==> src/rtl/adc_corr_pkg.sv <==
// Package: shared constants and helpers for the pipelined converter
// output correction logic.
// Assumes: each stage resolves five regions, so its value lies in 0..4.
package adc_corr_pkg;

    // Width of a count that can hold 0..n.
    function automatic int count_width(input int n);
        return $clog2(n + 1);
    endfunction

    // Sum of the stage weights 2^(fb-1) .. 2^(nstg+fb-2): one unit per stage to remove.
    function automatic int unit_sum(input int nstg, input int fb);
        return (1 << (nstg + fb - 1)) - (1 << (fb - 1));
    endfunction

    // Constant added after the shifted sum: the leading one minus the per-stage units.
    function automatic int corr_bias(input int nstg, input int fb);
        return (1 << (nstg + fb + 1)) - unit_sum(nstg, fb);
    endfunction

endpackage

==> src/rtl/therm_count.sv <==
// Module: therm_count
// Reduces one stage's comparator outputs to the number of tripped
// comparators. Bubbles in the thermometer pattern are resolved by
// counting ones, so the result never depends on bit order.
// Assumes: purely combinational; registered by the caller.
module therm_count #(
    parameter int NCMP = 4,
    localparam int CW  = adc_corr_pkg::count_width(NCMP)
) (
    input  logic [NCMP-1:0] thermo,
    output logic [CW-1:0]   count
);

    // Count the ones, one comparator at a time.
    always_comb begin
        count = '0;
        for (int i = 0; i < NCMP; i++) begin
            count = count + CW'(thermo[i]);
        end
    end

    // the stage value is the number of tripped comparators.
    always_comb begin
        a_r2_ones_count : assert (32'(count) == 32'($countones(thermo)))
            else $error("R2: stage count disagrees with the comparator pattern");
    end

endmodule

==> src/rtl/skew_line.sv <==
// Module: skew_line
// Fixed-depth delay line used to line up the decisions of one sample.
// A depth of zero is a plain wire.
// Assumes: synchronous active-low reset clears every tap.
module skew_line #(
    parameter int W     = 3,
    parameter int DEPTH = 1
) (
    input  logic         clk,
    input  logic         rst_n,
    input  logic [W-1:0] din,
    output logic [W-1:0] dout
);

    generate
        if (DEPTH == 0) begin : g_wire
            assign dout = din;
        end else begin : g_regs
            logic [W-1:0] tap [DEPTH];

            // Shift the value one tap further each clock.
            always_ff @(posedge clk) begin
                if (!rst_n) begin
                    for (int i = 0; i < DEPTH; i++) tap[i] <= '0;
                end else begin
                    tap[0] <= din;
                    for (int i = 1; i < DEPTH; i++) tap[i] <= tap[i-1];
                end
            end

            assign dout = tap[DEPTH-1];
        end
    endgenerate

endmodule

==> src/rtl/overlap_sum.sv <==
// Module: overlap_sum
// Adds the aligned stage values, each shifted to its binary weight,
// adds the flash code, then applies one constant that removes one unit
// per stage and inserts the leading one.
// Assumes: stage 1 is the lowest field of codes and carries the
// largest weight. With NCMP = 4 the sum stays below 2^OUT_W.
module overlap_sum #(
    parameter int NSTG  = 8,
    parameter int NCMP  = 4,
    parameter int FB    = 2,
    localparam int CW   = adc_corr_pkg::count_width(NCMP),
    localparam int OUT_W = NSTG + FB + 2
) (
    input  logic [NSTG*CW-1:0] codes,
    input  logic [FB-1:0]      flash,
    output logic [OUT_W-1:0]   word
);

    localparam int BIAS = adc_corr_pkg::corr_bias(NSTG, FB);

    // Shifted addition first, then the combined subtract-one and offset.
    always_comb begin
        word = OUT_W'(flash);
        for (int i = 0; i < NSTG; i++) begin
            word = word + (OUT_W'(codes[i*CW +: CW]) << (NSTG - i + FB - 2));
        end
        word = word + OUT_W'(BIAS);
    end

endmodule

==> src/rtl/pipe_adc_corrector.sv <==
// Module: pipe_adc_corrector (top)
// Deskews the per-stage decisions of a pipelined converter, combines
// them with overlapped addition and registers one 12-bit word per
// sample with range flags in the top two bits.
// Assumes: stage s of a sample arrives s-1 cycles after stage 1, and
// the flash 8 cycles after; in_valid travels with stage 1.
module pipe_adc_corrector #(
    parameter int NSTG = 8,
    parameter int NCMP = 4,
    parameter int FB   = 2,
    localparam int CW    = adc_corr_pkg::count_width(NCMP),
    localparam int OUT_W = NSTG + FB + 2,
    localparam int LAT   = NSTG + 1
) (
    input  logic                 clk,
    input  logic                 rst_n,
    input  logic                 in_valid,
    input  logic [NSTG*NCMP-1:0] stage_thermo,
    input  logic [FB-1:0]        flash_code,
    output logic                 out_valid,
    output logic [OUT_W-1:0]     out_code
);

    logic [NSTG*CW-1:0] aligned;
    logic [FB-1:0]      flash_al;
    logic               valid_al;
    logic [OUT_W-1:0]   sum_word;

    // One decoder and one delay line per stage; early stages wait longest.
    generate
        for (genvar s = 0; s < NSTG; s++) begin : g_stage
            logic [CW-1:0] raw;

            therm_count #(.NCMP(NCMP)) u_count (
                .thermo (stage_thermo[s*NCMP +: NCMP]),
                .count  (raw)
            );

            skew_line #(.W(CW), .DEPTH(NSTG - s)) u_skew (
                .clk   (clk),
                .rst_n (rst_n),
                .din   (raw),
                .dout  (aligned[s*CW +: CW])
            );
        end
    endgenerate

    // The flash arrives last and needs no delay.
    skew_line #(.W(FB), .DEPTH(0)) u_flash_skew (
        .clk   (clk),
        .rst_n (rst_n),
        .din   (flash_code),
        .dout  (flash_al)
    );

    // Valid strobe follows stage 1 through the same depth.
    skew_line #(.W(1), .DEPTH(NSTG)) u_valid_skew (
        .clk   (clk),
        .rst_n (rst_n),
        .din   (in_valid),
        .dout  (valid_al)
    );

    overlap_sum #(.NSTG(NSTG), .NCMP(NCMP), .FB(FB)) u_sum (
        .codes (aligned),
        .flash (flash_al),
        .word  (sum_word)
    );

    // Output register: load only for a complete sample, otherwise hold.
    always_ff @(posedge clk) begin
        if (!rst_n) begin
            out_valid <= 1'b0;
            out_code  <= '0;
        end else begin
            out_valid <= valid_al;
            if (valid_al) out_code <= sum_word;
        end
    end

    // ---------------- assertions ----------------
    logic [4:0] since_rst;

    // Cycles since the last reset, saturating; used by the checks below.
    always_ff @(posedge clk) begin
        if (!rst_n)              since_rst <= '0;
        else if (~&since_rst)    since_rst <= since_rst + 5'd1;
    end

    // reset leaves the output idle and cleared.
    a_r1_reset_clears : assert property (@(posedge clk)
        (rst_n && $past(!rst_n)) |-> (!out_valid && out_code == '0))
        else $error("R1: output not cleared by reset");

    // a valid word never carries the unused flag value 00.
    a_r7_no_zero_flag : assert property (@(posedge clk) disable iff (!rst_n)
        out_valid |-> (out_code[OUT_W-1:OUT_W-2] != 2'b00))
        else $error("R7: flag bits 00 on a valid word");

    // without a new sample the word is held.
    a_r9_hold : assert property (@(posedge clk) disable iff (!rst_n)
        (!out_valid && since_rst != '0) |-> $stable(out_code))
        else $error("R9: out_code changed without out_valid");

    // nothing valid leaves before a post-reset sample could finish.
    a_r10_flush : assert property (@(posedge clk) disable iff (!rst_n)
        (32'(since_rst) < LAT) |-> !out_valid)
        else $error("R10: out_valid too soon after reset");

    generate
        if (NSTG == 8) begin : g_lat_chk
            // strobe appears exactly 9 cycles after in_valid.
            a_r3_latency_fwd : assert property (@(posedge clk) disable iff (!rst_n)
                (since_rst >= 5'd9 && $past(in_valid, 9)) |-> out_valid)
                else $error("R3: expected out_valid missing");

            a_r3_latency_back : assert property (@(posedge clk) disable iff (!rst_n)
                (since_rst >= 5'd9 && out_valid) |-> $past(in_valid, 9))
                else $error("R3: out_valid without matching input");
        end
    endgenerate

endmodule

==> config.mk <==
export PLATFORM = sky130hd
export DESIGN_NAME = pipe_adc_corrector
export DESIGN_NICKNAME = d
export VERILOG_FILES = /design/src/rtl/adc_corr_pkg.sv /design/src/rtl/therm_count.sv /design/src/rtl/skew_line.sv /design/src/rtl/overlap_sum.sv /design/src/rtl/pipe_adc_corrector.sv
export SDC_FILE = /design/constraint.sdc
export NUM_CORES = 1
export LEC_CHECK = 0
export BUFFER_PORTS_ARGS = -buffer_cell sky130_fd_sc_hd__buf_4
export CORE_MARGIN = 4
export CORE_UTILIZATION = 30
export DETAILED_ROUTE_END_ITERATION = 10
export GPL_ROUTABILITY_DRIVEN = 0
export PLACE_DENSITY_LB_ADDON = 0.08
export SYNTH_ARGS = -nofsm -noshare
export SYNTH_HDL_FRONTEND = slang
export SYNTH_HIERARCHICAL = 1
export SYNTH_SLANG_ARGS = --single-unit
==> constraint.sdc <==
create_clock -name clk -period 2.56 [get_ports clk]
set_input_delay 0.768 -clock clk [delete_from_list [all_inputs] [get_ports clk]]
set_output_delay 0.768 -clock clk [all_outputs]
set_load 0.01 [all_outputs]
==> results.yml <==
power_and_ir_drop:
  power_density_mw_per_mm2: 754
  irDropWorstVdd_v: 0.000444
  power_leakage_uw: 0.00278
global_route:
  grtUsageTotal_pct: 7.79
  first_global_vias: 2579
  grtUsageMet2_pct: 11.8
  overflow: 0
  grt_max_degree: 62
  grt_pass1_wl_mm: 11.3
  antenna_found_initial: 0
  grt.met1_usage_pct: 8.89
  use_met3_pct: 3.55
  busiest_layer: "met2"
logic_synthesis:
  synthCells: 427
  synth.area.top_cells: "dfxtp_1, and2_2, ha_1"
  synth-warning-count: 6
  ys_top_cells_by_count: "dfxtp_1, and2_2, inv_1"
  synth_cell_types: 27
  synth.most_common_cell: "dfxtp_1"
  syn_nets: 507
  synth.avg_cell_area_um2: 11.5
  syn_area_mm2: 0.00493
  synth_area_leader_cell: "dfxtp_1"
  ys.flop_type: "dfxtp_1"
  synth_edf_count: 0
  yosys_register_bits: 129
  ys_async_sr_fraction_pct: 0
  synth.top_cell.area_share_pct: 52.4
  ys_seq_area_share_pct: 52.4
timing:
  slew_headroom_pct: 51.8
  setup_violations: 0
  fin_skew_ps: 4.71
  hold_viol: 0
  worst_slack_ps: 60.5
  maxSlewViolCount: 0
  fin_crit_sh_pct: 97.6
  period_minus_slack_ps: 2500
  rsz0062_at_grt: "yes"
  worst_pin_slew_ps: 721
  max_freq_ghz: 0.400
  fin_setup_tns_ps: 0
setup_path:
  r2r_cells: 11
  r2r-start: "g_stage[5].u_skew/g_regs.tap[0][6]$_SDFF_PN0_"
  worstSetupPathType: "reg -> reg"
  crit_path_top_delay_cell: "fa_1"
  cp-startpoint: "g_stage[5].u_skew/g_regs.tap[0][6]$_SDFF_PN0_"
  r2r_slack_ps: 60
  r2r_end: "out_code[9]$_SDFFE_PN0P_"
  max_stage_delay_ps: 540
  crit_end: "out_code[9]$_SDFFE_PN0P_"
  path_max_fanout: 3
  crit_required_ps: 2900
  crit_path_end_kind: "register"
  crit_chain: "inv_2 -> fa_1 -> inv_1 -> ha_1 -> a21o_1 -> a2111oi_4 -> o21bai_1 -> a21oi_1 -> xnor2_1 -> mux2i_1 -> nor2b_1"
  start_kind: "register"
  crit_arrival_ps: 2840
worst_hold_path:
  hold_path.class: "reg -> reg"
  min-delay-start: "g_stage[0].u_skew/g_regs.tap[0][15]$_SDFF_PN0_"
outcome:
  status: "complete, no violations"
clock_network:
  cts_buffer_depth: 2
  h-tree-depth: 4
  clk_latency_ps: 400
  cts_buffers: 17
  clock-sinks: 129
  clock-root-buffer: "clkbuf_16"
  cts_tree: "done"
  path_clk_slew_ps: 50
routing:
  wl_mm: 6.32
  avgRoutedWirePerCell_um: 8.96
  drt.antenna.violating_nets: 0
  route.detailed.drc: 0
  drtPass1Iterations: 2
  drt_iter0_drc: 59
  via_count: 2612
  via_per_inst: 3.70
placement:
  hpwl_mm: 4.34
  port_buffers: 49
  pre_cts_ws_ps: -155
  placed_area_mm2: 0.00540
floorplan:
  start_util_pct: 30.8
  num_rows: 46
  core_area_mm2: 0.0160
  boundaryPins: 50
  fp.dieW_um: 136
  die_h_um: 136
  design.die.area_mm2: 0.0185
layout:
  drive_gt1_share_pct: 33.3
  antenna_cells: 0
  areaGrowthSynthToFinish_pct: 21.6
  final_area_mm2: 0.00599
  layout.nets: 558
run:
  maxCapViolCount: 0
## worst min-delay path by stage
stage	endpoint	slack, ps	depth (start not counted)
6_report	g_stage[0].u_skew/g_regs.tap[0][18]$_SDFF_PN0_	420	1
5_1_grt	g_stage[1].u_skew/g_regs.tap[2][2]$_SDFF_PN0_	440	1
4_1_cts	g_stage[0].u_skew/g_regs.tap[0][18]$_SDFF_PN0_	420	1
3_5_place_dp	g_stage[0].u_skew/g_regs.tap[0][18]$_SDFF_PN0_	420	1
3_3_place_gp	g_stage[1].u_skew/g_regs.tap[0][3]$_SDFF_PN0_	420	1
2_1_floorplan	g_stage[5].u_skew/g_regs.tap[0][7]$_SDFF_PN0_	410	1
## worst max-delay path: cells and delay by family (launching register included)
kind | cells | cell delay (ps)
muxes | 1 | 80
and+or+nand+nor | 1 | 120
xor gates and xnor gates | 1 | 130
AOI/OAI and AO/OA | 4 | 880
adders and majority gates | 2 | 820
buffers and inverters | 2 | 80
DFF | 1 | 320
## stage by stage
stage | utilization [%] | hold WS, ps | power, uW | cells
2_1_floorplan | - | 406 | 2320 | 427
3_3_place_gp | 33.7 | 416 | 2410 | 673
3_5_place_dp | 33.7 | 417 | 2410 | 673
4_1_cts | 37.1 | 424 | 4620 | 703
5_1_grt | 37.5 | 439 | 4750 | 705
6_report | 37.5 | 425 | 4520 | 705
## sequential cells by signal (all words and copies together) (netlist names)
register	count
g_stage.u_skew/g_regs.tap	108
out_code	12
u_valid_skew/g_regs.tap	8
out_valid	1
## cell usage in the layout (no fill, tap or decap), types with 2 or more instances in the layout
master	count
inv_1	57
mux2i_1	12
nor2_1	3
and2_2	67
dfxtp_1	127
dfxtp_2	2
ha_1	26
xnor2_1	8
fa_1	14
clkbuf_16	17
nor2b_1	12
buf_4	55
ha_4	2
clkinv_2	6
clkbuf_8	3
inv_2	2
and2_1	50
clkbuf_1	3
a21o_1	2
a21oi_1	5
## area by class of cell
type / instances / area (um^2)
Clock buffer: 23 / 478
Clock inverter: 7 / 60.1
Fill cell: 1636 / 10000
Inverter: 59 / 221
Multi-Input combinational cell: 214 / 1940
Sequential cell: 129 / 2580
Tap cell: 216 / 270
Timing Repair Buffer: 57 / 444
## cells by family after synthesis
kind of cell	share of synthesized area, %
buf+inv	9.09
compound gates	2.49
mux	2.44
xor+xnor	1.42
fa+ha+maj	13.2
simple gates	19.0
flops	52.4
## layer usage
metal | share of wire [%] | vias to the layer above
met3 | 6.4 | 13
met5 | 0 | -
li1 | - | 1382
met1 | 47 | 1165
met2 | 44 | 52
met4 | 2.7 | 0
## power breakdown
| group | leakage [uW] | switching (uW) | internal (uW) |
|---|---|---|---|
| registers | 0.00105 | 15.2 | 2090 |
| clock network | 0.000272 | 767 | 1390 |
| logic | 0.00146 | 113 | 149 |
## repair_timing
action	CTS	global route
setup buffers	0	2
gates resized for setup	0	10
setup endpoints to repair	0	3
hold buffers	0	0
hold endpoints to repair	0	0
Power figures use the tool's default switching activity.
